## src/rtl/vcap_pkg.sv

```systemverilog
package vcap_pkg;
    localparam int BYTE_W = 8;
    // bytes of a timing code that come before the T byte
    localparam int HIST_N = 3;
    localparam int F_BIT  = 6;
    localparam int V_BIT  = 5;
    localparam int H_BIT  = 4;
    localparam logic [BYTE_W-1:0] PRE_HI = 8'hFF;
    localparam logic [BYTE_W-1:0] PRE_LO = 8'h00;

    typedef enum logic [1:0] {
        CAP_ACTIVE = 2'b00,
        CAP_VBLANK = 2'b01,
        CAP_WHOLE  = 2'b10,
        CAP_OFF    = 2'b11
    } cap_mode_t;

    typedef enum logic [2:0] {
        ST_HUNT,
        ST_PRIMED,
        ST_GAP,
        ST_LINE,
        ST_SATED
    } cap_state_t;

    typedef struct packed {
        logic f;
        logic v;
        logic h;
    } tflags_t;

    typedef struct packed {
        logic              keep;
        logic [BYTE_W-1:0] data;
    } slot_t;
endpackage

```

## src/rtl/vcap_code_det.sv

```systemverilog
module vcap_code_det
    import vcap_pkg::*;
(
    input  logic [HIST_N-1:0][BYTE_W-1:0] hist,
    input  logic [BYTE_W-1:0]             cur,
    output logic                          hit,
    output tflags_t                       xy
);
    // hist[0] is the newest byte; the oldest must be the high marker
    always_comb begin
        hit = cur[BYTE_W-1];
        for (int i = 0; i < HIST_N; i++) begin
            if (i == HIST_N - 1) begin
                hit = hit & (hist[i] == PRE_HI);
            end else begin
                hit = hit & (hist[i] == PRE_LO);
            end
        end
        xy.f = cur[F_BIT];
        xy.v = cur[V_BIT];
        xy.h = cur[H_BIT];
    end
endmodule

```

## src/rtl/vcap_delay.sv

```systemverilog
module vcap_delay
    import vcap_pkg::*;
#(
    parameter int DEPTH = HIST_N
) (
    input  logic                         clk,
    input  logic                         rst_n,
    input  logic [BYTE_W-1:0]            din,
    input  logic                         keep_in,
    input  logic                         squash,
    output logic [DEPTH-1:0][BYTE_W-1:0] hist,
    output logic [BYTE_W-1:0]            dout,
    output logic                         dout_vld
);
    slot_t stg [DEPTH];

    always_ff @(posedge clk or negedge rst_n) begin
        if (!rst_n) begin
            for (int i = 0; i < DEPTH; i++) begin
                stg[i] <= '0;
            end
            dout     <= '0;
            dout_vld <= 1'b0;
        end else begin
            stg[0].keep <= keep_in;
            stg[0].data <= din;
            for (int i = 1; i < DEPTH; i++) begin
                stg[i].keep <= stg[i-1].keep & ~squash;
                stg[i].data <= stg[i-1].data;
            end
            dout     <= stg[DEPTH-1].data;
            dout_vld <= stg[DEPTH-1].keep & ~squash;
        end
    end

    for (genvar g = 0; g < DEPTH; g++) begin : g_tap
        assign hist[g] = stg[g].data;
    end
endmodule

```

## src/rtl/vcap_ctrl.sv

```systemverilog
module vcap_ctrl
    import vcap_pkg::*;
#(
    parameter int LINE_W = 11
) (
    input  logic              clk,
    input  logic              rst_n,
    input  logic              hit,
    input  tflags_t           xy,
    input  logic [1:0]        mode_sel,
    input  logic [LINE_W-1:0] line_quota,
    output logic              keep_in,
    output logic              squash,
    output logic              locked,
    output logic              fld,
    output logic              vblank,
    output logic              hblank,
    output logic              sol,
    output logic              eof
);
    cap_state_t        st_q, st_d;
    cap_mode_t         mode_q, mode_d;
    logic [LINE_W-1:0] quota_q, quota_d, taken_q, taken_d;
    logic              last_f_q;
    logic              run_now, f1_hit, sav_act;

    assign run_now = (st_q == ST_GAP) || (st_q == ST_LINE) || (st_q == ST_SATED);
    assign f1_hit  = hit & ~xy.f & last_f_q;
    assign sav_act = hit & ~xy.h & ~xy.v;

    // next-state logic
    always_comb begin
        st_d    = st_q;
        mode_d  = mode_q;
        quota_d = quota_q;
        taken_d = taken_q;
        unique case (st_q)
            ST_HUNT: begin
                if (hit && xy.f) st_d = ST_PRIMED;
            end
            ST_PRIMED: begin
                if (hit && !xy.f) begin
                    st_d    = ST_GAP;
                    mode_d  = cap_mode_t'(mode_sel);
                    quota_d = line_quota;
                    taken_d = '0;
                end
            end
            ST_GAP, ST_LINE: begin
                if (f1_hit) begin
                    st_d    = ST_GAP;
                    mode_d  = cap_mode_t'(mode_sel);
                    quota_d = line_quota;
                    taken_d = '0;
                end else if (mode_q == CAP_ACTIVE && sav_act) begin
                    if (taken_q == quota_q) begin
                        st_d = ST_SATED;
                    end else begin
                        st_d    = ST_LINE;
                        taken_d = taken_q + 1'b1;
                    end
                end else if (st_q == ST_LINE && hit) begin
                    st_d = (taken_q == quota_q) ? ST_SATED : ST_GAP;
                end
            end
            ST_SATED: begin
                if (f1_hit) begin
                    st_d    = ST_GAP;
                    mode_d  = cap_mode_t'(mode_sel);
                    quota_d = line_quota;
                    taken_d = '0;
                end
            end
            default: st_d = ST_HUNT;
        endcase
    end

    // state register
    always_ff @(posedge clk or negedge rst_n) begin
        if (!rst_n) begin
            st_q     <= ST_HUNT;
            mode_q   <= CAP_OFF;
            quota_q  <= '0;
            taken_q  <= '0;
            last_f_q <= 1'b0;
            fld      <= 1'b0;
            vblank   <= 1'b0;
            hblank   <= 1'b0;
            sol      <= 1'b0;
            eof      <= 1'b0;
        end else begin
            st_q    <= st_d;
            mode_q  <= mode_d;
            quota_q <= quota_d;
            taken_q <= taken_d;
            sol     <= run_now & sav_act;
            eof     <= run_now & f1_hit;
            if (hit) begin
                last_f_q <= xy.f;
                fld      <= xy.f;
                vblank   <= xy.v;
                hblank   <= xy.h;
            end
        end
    end

    // per-byte output decisions
    always_comb begin
        unique case (mode_q)
            CAP_WHOLE:  keep_in = run_now;
            CAP_VBLANK: keep_in = run_now & vblank & ~hit;
            CAP_ACTIVE: keep_in = (st_q == ST_LINE) & ~hit;
            default:    keep_in = 1'b0;
        endcase
        squash = hit & ~(run_now & (mode_q == CAP_WHOLE));
        locked = run_now;
    end


    lock_hold_chk: assert property (@(posedge clk) disable iff (!rst_n)
        run_now |=> run_now);

    lock_entry_chk: assert property (@(posedge clk) disable iff (!rst_n)
        $rose(run_now) |-> ($past(hit) && !$past(xy.f) && $past(last_f_q)));

    quota_cap_chk: assert property (@(posedge clk) disable iff (!rst_n)
        taken_q <= quota_q);

    line_mode_chk: assert property (@(posedge clk) disable iff (!rst_n)
        (st_q == ST_LINE) |-> (mode_q == CAP_ACTIVE));

    eof_lock_chk: assert property (@(posedge clk) disable iff (!rst_n)
        eof |-> run_now);
endmodule

```

## src/rtl/vcap_filter.sv

```systemverilog
module vcap_filter
    import vcap_pkg::*;
#(
    parameter int LINE_W = 11
) (
    input  logic              clk,
    input  logic              rst_n,
    input  logic [7:0]        pix_in,
    input  logic [1:0]        cap_mode,
    input  logic [LINE_W-1:0] line_quota,
    output logic [7:0]        pix_out,
    output logic              pix_vld,
    output logic              fld,
    output logic              vblank,
    output logic              hblank,
    output logic              sol,
    output logic              eof,
    output logic              locked
);
    logic [HIST_N-1:0][BYTE_W-1:0] hist;
    logic                          hit, keep_in, squash;
    tflags_t                       xy;

    vcap_code_det u_det (
        .hist (hist),
        .cur  (pix_in),
        .hit  (hit),
        .xy   (xy)
    );

    vcap_ctrl #(.LINE_W(LINE_W)) u_ctrl (
        .clk        (clk),
        .rst_n      (rst_n),
        .hit        (hit),
        .xy         (xy),
        .mode_sel   (cap_mode),
        .line_quota (line_quota),
        .keep_in    (keep_in),
        .squash     (squash),
        .locked     (locked),
        .fld        (fld),
        .vblank     (vblank),
        .hblank     (hblank),
        .sol        (sol),
        .eof        (eof)
    );

    vcap_delay #(.DEPTH(HIST_N)) u_dly (
        .clk      (clk),
        .rst_n    (rst_n),
        .din      (pix_in),
        .keep_in  (keep_in),
        .squash   (squash),
        .hist     (hist),
        .dout     (pix_out),
        .dout_vld (pix_vld)
    );


    vld_lock_chk: assert property (@(posedge clk) disable iff (!rst_n)
        pix_vld |-> locked);
endmodule

```

## config.mk

```make
export PLATFORM = sky130hd
export DESIGN_NAME = vcap_filter
export DESIGN_NICKNAME = d
export VERILOG_FILES = /design/src/rtl/vcap_pkg.sv /design/src/rtl/vcap_code_det.sv /design/src/rtl/vcap_delay.sv /design/src/rtl/vcap_ctrl.sv /design/src/rtl/vcap_filter.sv
export SDC_FILE = /design/constraint.sdc
export NUM_CORES = 1
export LEC_CHECK = 0
export BUFFER_PORTS_ARGS = -buffer_cell sky130_fd_sc_hd__buf_2
export CAP_MARGIN = 10
export CORE_ASPECT_RATIO = 1.5
export CORE_UTILIZATION = 40
export CTS_CLUSTER_SIZE = 16
export DETAILED_ROUTE_END_ITERATION = 7
export GPL_ROUTABILITY_DRIVEN = 0
export MAX_ROUTING_LAYER = met4
export PLACE_DENSITY = 0.57
export SYNTH_ARGS = -nofsm -noshare
export SYNTH_HDL_FRONTEND = slang
export SYNTH_HIERARCHICAL = 1
export SYNTH_SLANG_ARGS = --single-unit
```

## constraint.sdc

```tcl
create_clock -name clk -period 4.75 [get_ports clk]
set_clock_uncertainty 0.2 [all_clocks]
set_input_delay 0.475 -clock clk [delete_from_list [all_inputs] [get_ports clk]]
set_output_delay 0.475 -clock clk [all_outputs]
set_load 0.03 [all_outputs]
```

==> reports/results.ini, run 1 <==
[synthesis]
yosys-top-cells-area = dfrtp_1 55%, buf_4 7.0%, mux2_2 6.4%
post_synth_num_cell_types = 48
ys_seq_elements = 68
yosysTopAreaCellShare_pct = 55.3
synth_edf_count = 0
async_reset_ff_share_pct = 100
syn_inst = 235
synth_warnings = 6
yosys.area.top_type = dfrtp_1
ys_seq_area_share_pct = 57.1
syn_nets = 259
synth.avg_cell_area_um2 = 12.7
netlist_area_um2 = 2990
synth_ff_type = dfrtp_1

[die]
initial_core_util_pct = 41.3
dieArea_um2 = 7820
num_rows = 38
core_um2 = 7230
die-height_um = 108
ios = 38
die_x_um = 72.5

[route]
drtAntennaViolNets = 0
viasPerCell = 4.99
drc = 0
drtIter0Drc = 58
wl_per_cell_um = 14.7
dr.pass1.iters = 4
wl_mm = 5.24
vias = 1783

[clock_network]
clock_sinks = 68
cts-hold-fix-buffers = 1
cts-root-buf = clkbuf_8
postCtsSetupRepairBufs = 0
tritoncts = yes
cts_max_level = 3
path_clk_slew_ns = 0.07
cts_inserted_buffers = 9
cts-resized-gates = 0
clock_latency_ns = 0.34
cts.path.max_buffers = 2

[grt]
antenna_found_initial = 0
grt_pass1_vias = 1867
grt_overflow = 0
grt_pass1_wl_mm = 8.89
grt_max_degree = 44
grt_use_total_pct = 15.9

[placed_design]
hpwl_mm = 3.75
place_area_um2 = 3060
portBuffers = 37

[worst_setup_path]
cp.arrival_ns = 3.68
cp_data_required_time_ns = 4.77
criticalPathCategory = flop to flop
start_kind = flop
endpoint_kind = flop
cp_max_fo = 16

[pwr]
max-vdd-ir-drop_mv = 0.175
p_leak_nw = 1.61
power_frac_seq_pct = 54.3
power_density_nw_per_um2 = 338
swShare_pct = 22.2
p_switching_mw = 0.245
clock_power_share_pct = 42.5
p_int_mw = 0.860
comb_power_share_pct = 3.3

[timing]
tightestPinTransition_ns = 0.932
rsz0062_at_grt = no
tns_ns = 0
hold_slack_ns = 0.0438
fmax_mhz = 273
finalHoldViolCount = 0
drv_slew = 0
period_share_pct = 77.2
setup-violations-final = 0
slew_headroom_pct = 37.3
fin_crit_ns = 3.66

[run]
drv_cap = 0

[final_layout]
syn2layout_area_growth_pct = 9.47
num-nets-final = 276
final_cell_mix = 66 x dfrtp_1, 37 x buf_2, 18 x nor2_1, 17 x mux2_2, 12 x nand2_1
final_common_cell = dfrtp_1
stdcell_area_um2 = 3270
drive_above_1_share_pct = 33.1
diodes = 0

[hold_path]
hp-class = input pin to flop

[outcome]
outcome = finished clean

routing by layer:
layer  track usage, %  part of all wire [%]
met1             16.6                    39
met2             27.9                    56
met3             4.87                   3.9
met4             5.46                  0.90
met5                -                     0
cells by family after synthesis:
kind of cell | after synthesis | share of synthesized area, %
muxes | 18 | 6.75
and+or+nand+nor | 74 | 15.7
DFF | 68 | 57.1
buffers and inverters | 37 | 8.76
adders and majority gates | 1 | 0.419
AOI/OAI and AO/OA | 26 | 7.54
xor gates and xnor gates | 11 | 3.73
final timing paths:
path	from	to	slack, ns	depth (start not counted)
setup / recovery	u_dly/hist[1]	u_ctrl/taken_q[10]	1.09	8
hold / removal	pix_in[1]	u_dly/hist[1]	0.04	1
setup reg to reg	u_dly/hist[1]	u_ctrl/taken_q[10]	1.09	8
hold reg to reg	u_dly/hist[12]	u_dly/hist[20]	0.17	0
max in group asynchronous	rst_n	u_ctrl/mode_q[1]	2.93	3
min in group asynchronous	rst_n	u_dly/dout[2]	0.46	2
metrics by stage:
step	utilization [%]	setup WS, ns	power [mW]	std cells
2_1_floorplan	-	1.90	0.635	235
3_3_place_gp	42.3	1.06	0.647	340
3_5_place_dp	42.3	0.930	0.648	340
4_1_cts	45.2	0.988	1.12	357
5_1_grt	45.2	0.752	1.15	357
6_report	45.2	1.09	1.10	357
registers in the layout (all words and copies together) (netlist names):
register and cells:
u_ctrl/eof 1, u_ctrl/hblank 1, u_ctrl/last_f_q 1, u_ctrl/mode_q 2, u_ctrl/quota_q 11, u_ctrl/sol 1
u_ctrl/st_q 3, u_ctrl/taken_q 11, u_ctrl/vblank 1, u_dly/dout 8, u_dly/dout_vld 1, u_dly/hist 24
u_dly/stg 3
power groups by stage:
| stage | Sequential, mW | Clock (mW) | Combinational, mW |
|---|---|---|---|
| after global placement | 0.610 | 0 | 0.0365 |
| after floorplan | 0.616 | 0 | 0.0195 |
| after detailed placement | 0.611 | 0 | 0.0372 |
| after global routing | 0.601 | 0.510 | 0.0407 |
| final | 0.599 | 0.469 | 0.0361 |
| after CTS | 0.600 | 0.486 | 0.0378 |
layout make-up:
| class | instances | area [µm²] |
|---|---|---|
| Clock inverter | 6 | 63.8 |
| Fill cell | 700 | 3960 |
| Timing Repair Buffer | 39 | 203 |
| Multi-Input combinational cell | 130 | 1020 |
| Sequential cell | 68 | 1700 |
| Inverter | 4 | 15.0 |
| Tap cell | 100 | 125 |
| Clock buffer | 10 | 138 |
synthesized netlist by cell type (all sizes together) (2+ instances only):
library cell,number
and3,8
nand3,8
a221o,6
nand2,12
nor4b,2
dfrtp,66
xor2,11
mux2,17
inv,4
nor4,6
or3b,2
nor2,18
nand4b,2
nor2b,3
and2,2
a32oi,2
o21ai,6
buf,32
nand4,3
nor3,2
dfstp,2
a21oi,2
nand2b,2
critical path, cell delays in order (launching register included):
cell,delay [ns]
dfrtp_1,0.38
nor4b_2,0.28
nand4_1,0.15
nor4_2,0.85
nand3b_1,0.35
o22ai_4,0.56
o21bai_4,0.24
o21ai_2,0.15
a221o_1,0.38
Note: power is estimated with default switching activity, not from simulation.
==> inputs of run 2 (changes only) <==
clock period = 3.4 ns   (was 4.75 ns; I/O delays follow)
==> reports/results.ini, run 2 (synthesis results as in run 1) <==
[final_layout]
fillCellCount = 702  ; +0.29%
fin_cells = 368  ; +3.1%
stdcell_area_um2 = 3370  ; +3.2%
syn2layout_area_growth_pct = 13.0
drive_above_1_share_pct = 32.8  ; -0.24 points
num-nets-final = 287  ; +4.0%
final_cell_mix = 66 x dfrtp_1, 37 x buf_2, 18 x nor2_1, 17 x mux2_2, 12 x nand2_1
post-route-util_pct = 46.7  ; +1.5 points
final_common_cell = dfrtp_1
largest_register_ffs = 24  ; unchanged
diodes = 0  ; unchanged

[die]
die-height_um = 108  ; unchanged
num_rows = 38  ; unchanged
core_um2 = 7230  ; unchanged
dieArea_um2 = 7820  ; unchanged
die_x_um = 72.5  ; unchanged
initial_core_util_pct = 41.3  ; unchanged
ios = 38  ; unchanged

[pwr]
p_int_mw = 1.20  ; +39%
comb_power_share_pct = 3.7  ; +0.4 points
p_leak_nw = 1.65  ; +3.0%
p_switching_mw = 0.369  ; +51%
swShare_pct = 23.5  ; +1.4 points
max-vdd-ir-drop_mv = 0.279  ; +59%
clock_power_share_pct = 42.9  ; +0.4 points
power_density_nw_per_um2 = 465  ; +38%
power_frac_seq_pct = 53.4  ; -0.9 points

[route]
dr.pass1.iters = 4  ; unchanged
viasPerCell = 4.89  ; -2.1%
wl_mm = 5.22  ; -0.32%
wl_per_cell_um = 14.2  ; -3.3%
drc = 0  ; unchanged
vias = 1799  ; +0.90%
drtAntennaViolNets = 0  ; unchanged
drtIter0Drc = 88  ; +52%

[placed_design]
hpwl_mm = 3.78  ; +0.79%
portBuffers = 37  ; unchanged
dp.cells = 343  ; +0.88%
place_area_um2 = 3080  ; +0.74%

[timing]
fmax_mhz = 321
period_share_pct = 91.5
tns_ns = 0  ; unchanged
rsz0062_at_grt = no
slew_headroom_pct = 66.1  ; +29 points
tightestPinTransition_ns = 0.507  ; -0.425 ns
setup-violations-final = 0  ; unchanged
finalHoldViolCount = 0  ; unchanged
drv_slew = 0  ; unchanged
fin_crit_ns = 3.11
hold_slack_ns = 0.0281  ; -0.0157 ns

[worst_setup_path]
cp_max_fo = 9  ; -7
criticalPathCategory = input pin to flop
cp.arrival_ns = 3.19  ; -0.49 ns
r2r_slack_ns = 0.41  ; -0.68 ns
start_kind = input pin
cp_data_required_time_ns = 3.48  ; -1.29 ns
endpoint_kind = flop

[clock_network]
cts-root-buf = clkbuf_8
postCtsSetupRepairBufs = 0  ; unchanged
cts_max_level = 3  ; unchanged
cts.path.max_buffers = 2  ; unchanged
tritoncts = yes
clock_latency_ns = 0.35  ; about the same
path_clk_slew_ns = 0.07  ; about the same
cts_inserted_buffers = 9  ; unchanged
clock_sinks = 68  ; unchanged

[grt]
antenna_found_initial = 0  ; unchanged
grt_overflow = 0  ; unchanged
grt_pass1_wl_mm = 8.76  ; -1.4%
grt_pass1_vias = 1913  ; +2.5%
grt_use_total_pct = 15.7  ; -0.19 points
grt_max_degree = 36  ; -18%

[run]
drv_cap = 0  ; unchanged

[hold_path]
hp-class = input pin to flop

[outcome]
outcome = finished clean

-- run 2: power by group through the flow --
stage / Clock (mW) / Combinational [mW] / Sequential (mW)
after floorplan: 0 / 0.0272 / 0.860
after global placement: 0 / 0.0524 / 0.853
after detailed placement: 0 / 0.0530 / 0.853
after CTS: 0.699 / 0.0610 / 0.837
after global routing: 0.731 / 0.0663 / 0.839
final: 0.673 / 0.0585 / 0.837
-- run 2: worst paths after layout --
kind / cells after the start / to / start
worst max-delay path: 10 / u_ctrl/taken_q[0] / pix_in[7]
worst min-delay path: 2 / u_ctrl/quota_q[4] / line_quota[4]
worst max register to register: 8 / u_ctrl/taken_q[0] / u_dly/hist[1]
worst min register to register: 0 / u_dly/hist[23] / u_dly/hist[15]
max in group asynchronous: 3 / u_ctrl/mode_q[1] / rst_n
min in group asynchronous: 2 / u_dly/dout[2] / rst_n
-- run 2: area by class of cell --
type                    count  area [µm²]  area share, %
well taps                 100         125           3.71
clock inverters             7        80.1           2.37
flip-flops and latches     68        1700           50.5
repair buffers             50         305           9.05
multi-input cells         130        1020           30.2
clock buffers               9         124           3.67
inverters                   4        15.0          0.445
-- run 2: worst max-delay path: stages --
cell and delay (ns):
dlygate4sd3_1 0.52, buf_2 0.10, nor4b_2 0.18, nand4_1 0.14
nor4_2 0.46, buf_4 0.24, nand3_1 0.16, nor2_1 0.45
and2_1 0.38, mux2_2 0.22
-- run 2: per-stage QoR --
| step | setup WS (ns) | total power [mW] |
|---|---|---|
| detailed placement | 0.379 | 0.906 |
| finish | 0.289 | 1.57 |
| CTS | 0.273 | 1.60 |
| global route | 0.0148 | 1.64 |
| global placement | 0.402 | 0.905 |
| floorplan | 0.550 | 0.888 |
-- run 2: routing by layer --
| metal | vias to the layer above | GRT usage (%) | wire, µm |
|---|---|---|---|
| met5 | - | - | 0 |
| met4 | 0 | 8.26 | 142 |
| met3 | 13 | 3.37 | 194 |
| met2 | 44 | 27.3 | 2830 |
| met1 | 881 | 16.3 | 2060 |
| li1 | 861 | - | - |
-- run 2: timing repair --
item / CTS / global route
endpoints found under the hold margin: 20 / 0
resized for setup: 0 / 0
hold buffers: 9 / 0
setup endpoints to repair: 0 / 0
==> inputs of run 3 (changes only) <==
REMOVE_ABC_BUFFERS = 1   (was not set)
==> reports/results.ini, run 3 (synthesis results as in run 1) <==
[outcome]
outcome = finished clean

[clock_network]
tritoncts = yes
cts-root-buf = clkbuf_8
clock_latency_ns = 0.35  ; about the same
cts.path.max_buffers = 2  ; unchanged
path_clk_slew_ns = 0.07  ; about the same
cts_inserted_buffers = 9  ; unchanged
cts_max_level = 3  ; unchanged
clock_sinks = 68  ; unchanged

[placed_design]
dp.cells = 344  ; +0.29%
place_area_um2 = 3090  ; +0.24%
hpwl_mm = 3.72  ; -1.6%
portBuffers = 37  ; unchanged

[timing]
hold_slack_ns = 0.0223  ; -0.00582 ns
rsz0062_at_grt = no
drv_slew = 0  ; unchanged
period_share_pct = 91.2  ; -0.34 points
finalHoldViolCount = 0  ; unchanged
tightestPinTransition_ns = 0.939  ; +0.432 ns
tns_ns = 0  ; unchanged
fmax_mhz = 323  ; +0.38%
fin_crit_ns = 3.10  ; -0.0117 ns
slew_headroom_pct = 37.4  ; -29 points
setup-violations-final = 0  ; unchanged

[worst_setup_path]
cp_data_required_time_ns = 3.42  ; -0.06 ns
cp.arrival_ns = 3.12  ; -0.07 ns
critical_path_buf_inv_count = 2  ; -1
crit_slowest_cell = dlygate4sd3_1
critical-path-top-delay-family = simple AND/OR/NAND/NOR gates
start_kind = input pin
max_stage_delay_ns = 0.52  ; about the same
endpoint_kind = flop
worstPathCellList = dlygate4sd3_1 -> buf_2 -> nor4b_2 -> nand4_1 -> nor4_2 -> nand3b_1 -> nand2_1 -> nor2_1 -> and2_1 -> a221o_1
cp_max_fo = 9  ; unchanged
criticalPathCategory = input pin to flop

[pwr]
p_int_mw = 1.31  ; +8.9%
max-vdd-ir-drop_mv = 0.168  ; -40%
p_leak_nw = 1.68  ; +1.5%
comb_power_share_pct = 3.7  ; about the same
power_density_nw_per_um2 = 484  ; +4.1%
clock_power_share_pct = 45.8  ; +2.9 points
power_frac_seq_pct = 50.5  ; -2.9 points
p_switching_mw = 0.351  ; -4.8%
swShare_pct = 21.2  ; -2.3 points

[hold_path]
hp-class = input pin to flop

[grt]
grt_overflow = 0  ; unchanged
grt_max_degree = 44  ; +22%
grt_pass1_vias = 1843  ; -3.7%
grt_pass1_wl_mm = 8.92  ; +1.8%
grt_use_total_pct = 16.1  ; +0.42 points
antenna_found_initial = 0  ; unchanged

[route]
wl_per_cell_um = 14.3  ; +0.68%
drtAntennaViolNets = 0  ; unchanged
drc = 0  ; unchanged
viasPerCell = 4.97  ; +1.6%
dr.pass1.iters = 4  ; unchanged
drtIter0Drc = 101  ; +15%
wl_mm = 5.29  ; +1.2%
vias = 1838  ; +2.2%

[run]
drv_cap = 0  ; unchanged

[die]
dieArea_um2 = 7820  ; unchanged
core_um2 = 7230  ; unchanged
ios = 38  ; unchanged
initial_core_util_pct = 41.3  ; unchanged
die-height_um = 108  ; unchanged
die_x_um = 72.5  ; unchanged
num_rows = 38  ; unchanged

[final_layout]
syn2layout_area_growth_pct = 14.6
diodes = 0  ; unchanged
post-route-util_pct = 47.4  ; +0.68 points
stdcell_area_um2 = 3420  ; +1.4%
final_cell_mix = 66 x dfrtp_1, 37 x buf_2, 18 x nor2_1, 17 x mux2_2, 12 x nand2_1
drive_above_1_share_pct = 33.0  ; +0.13 points
final_common_cell = dfrtp_1
num-nets-final = 289  ; +0.70%
largest_register_ffs = 24  ; unchanged
fin_cells = 370  ; +0.54%

run 3: cell type report:
class | instances | area [µm²]
clock buffers | 11 | 151
clock inverters | 5 | 83.8
fillers | 711 | 3800
inverters | 4 | 15.0
multi-input cells | 130 | 1020
flip-flops and latches | 68 | 1700
well taps | 100 | 125
repair buffers | 52 | 323
run 3: metrics by stage:
step | total power, mW | setup slack, ns
2_1_floorplan | 0.865 | 0.281
3_3_place_gp | 0.906 | 0.521
3_5_place_dp | 0.906 | 0.435
4_1_cts | 1.69 | 0.341
5_1_grt | 1.73 | 0.128
6_report | 1.66 | 0.301
run 3: power groups by stage:
| stage | sequential, mW | clock, mW | combinational (mW) |
|---|---|---|---|
| 2_1_floorplan | 0.861 | 0 | 0.00397 |
| 3_3_place_gp | 0.852 | 0 | 0.0532 |
| 4_1_cts | 0.837 | 0.787 | 0.0625 |
| 6_report | 0.837 | 0.759 | 0.0605 |
| 5_1_grt | 0.839 | 0.822 | 0.0680 |
| 3_5_place_dp | 0.853 | 0 | 0.0537 |
run 3: worst paths after layout:
path | endpoint | slack, ns | cells past startpoint | start
max in group asynchronous | u_dly/hist[1] | 1.77 | 3 | rst_n
min in group asynchronous | u_dly/hist[18] | 0.48 | 2 | rst_n
max reg2reg | u_ctrl/taken_q[10] | 0.42 | 8 | u_dly/hist[1]
min reg2reg | u_dly/hist[23] | 0.17 | 0 | u_dly/hist[15]
min | u_ctrl/quota_q[8] | 0.02 | 2 | line_quota[8]
max | u_ctrl/taken_q[10] | 0.30 | 10 | pix_in[7]
run 3: what timing repair did:
item | 4_1_cts | 5_1_grt
hold buffers | 10 | 0
gates resized for setup | 0 | 0
hold endpoints to repair | 48 | 0
setup buffers | 0 | 0
run 3: routing by layer:
layer / track usage [%] / up-vias / share of wire (%)
met5: - / - / 0
met4: 7.56 / 0 / 2.0
met3: 4.78 / 10 / 3.9
met2: 25.8 / 49 / 53
met1: 18.3 / 914 / 41
li1: - / 865 / -
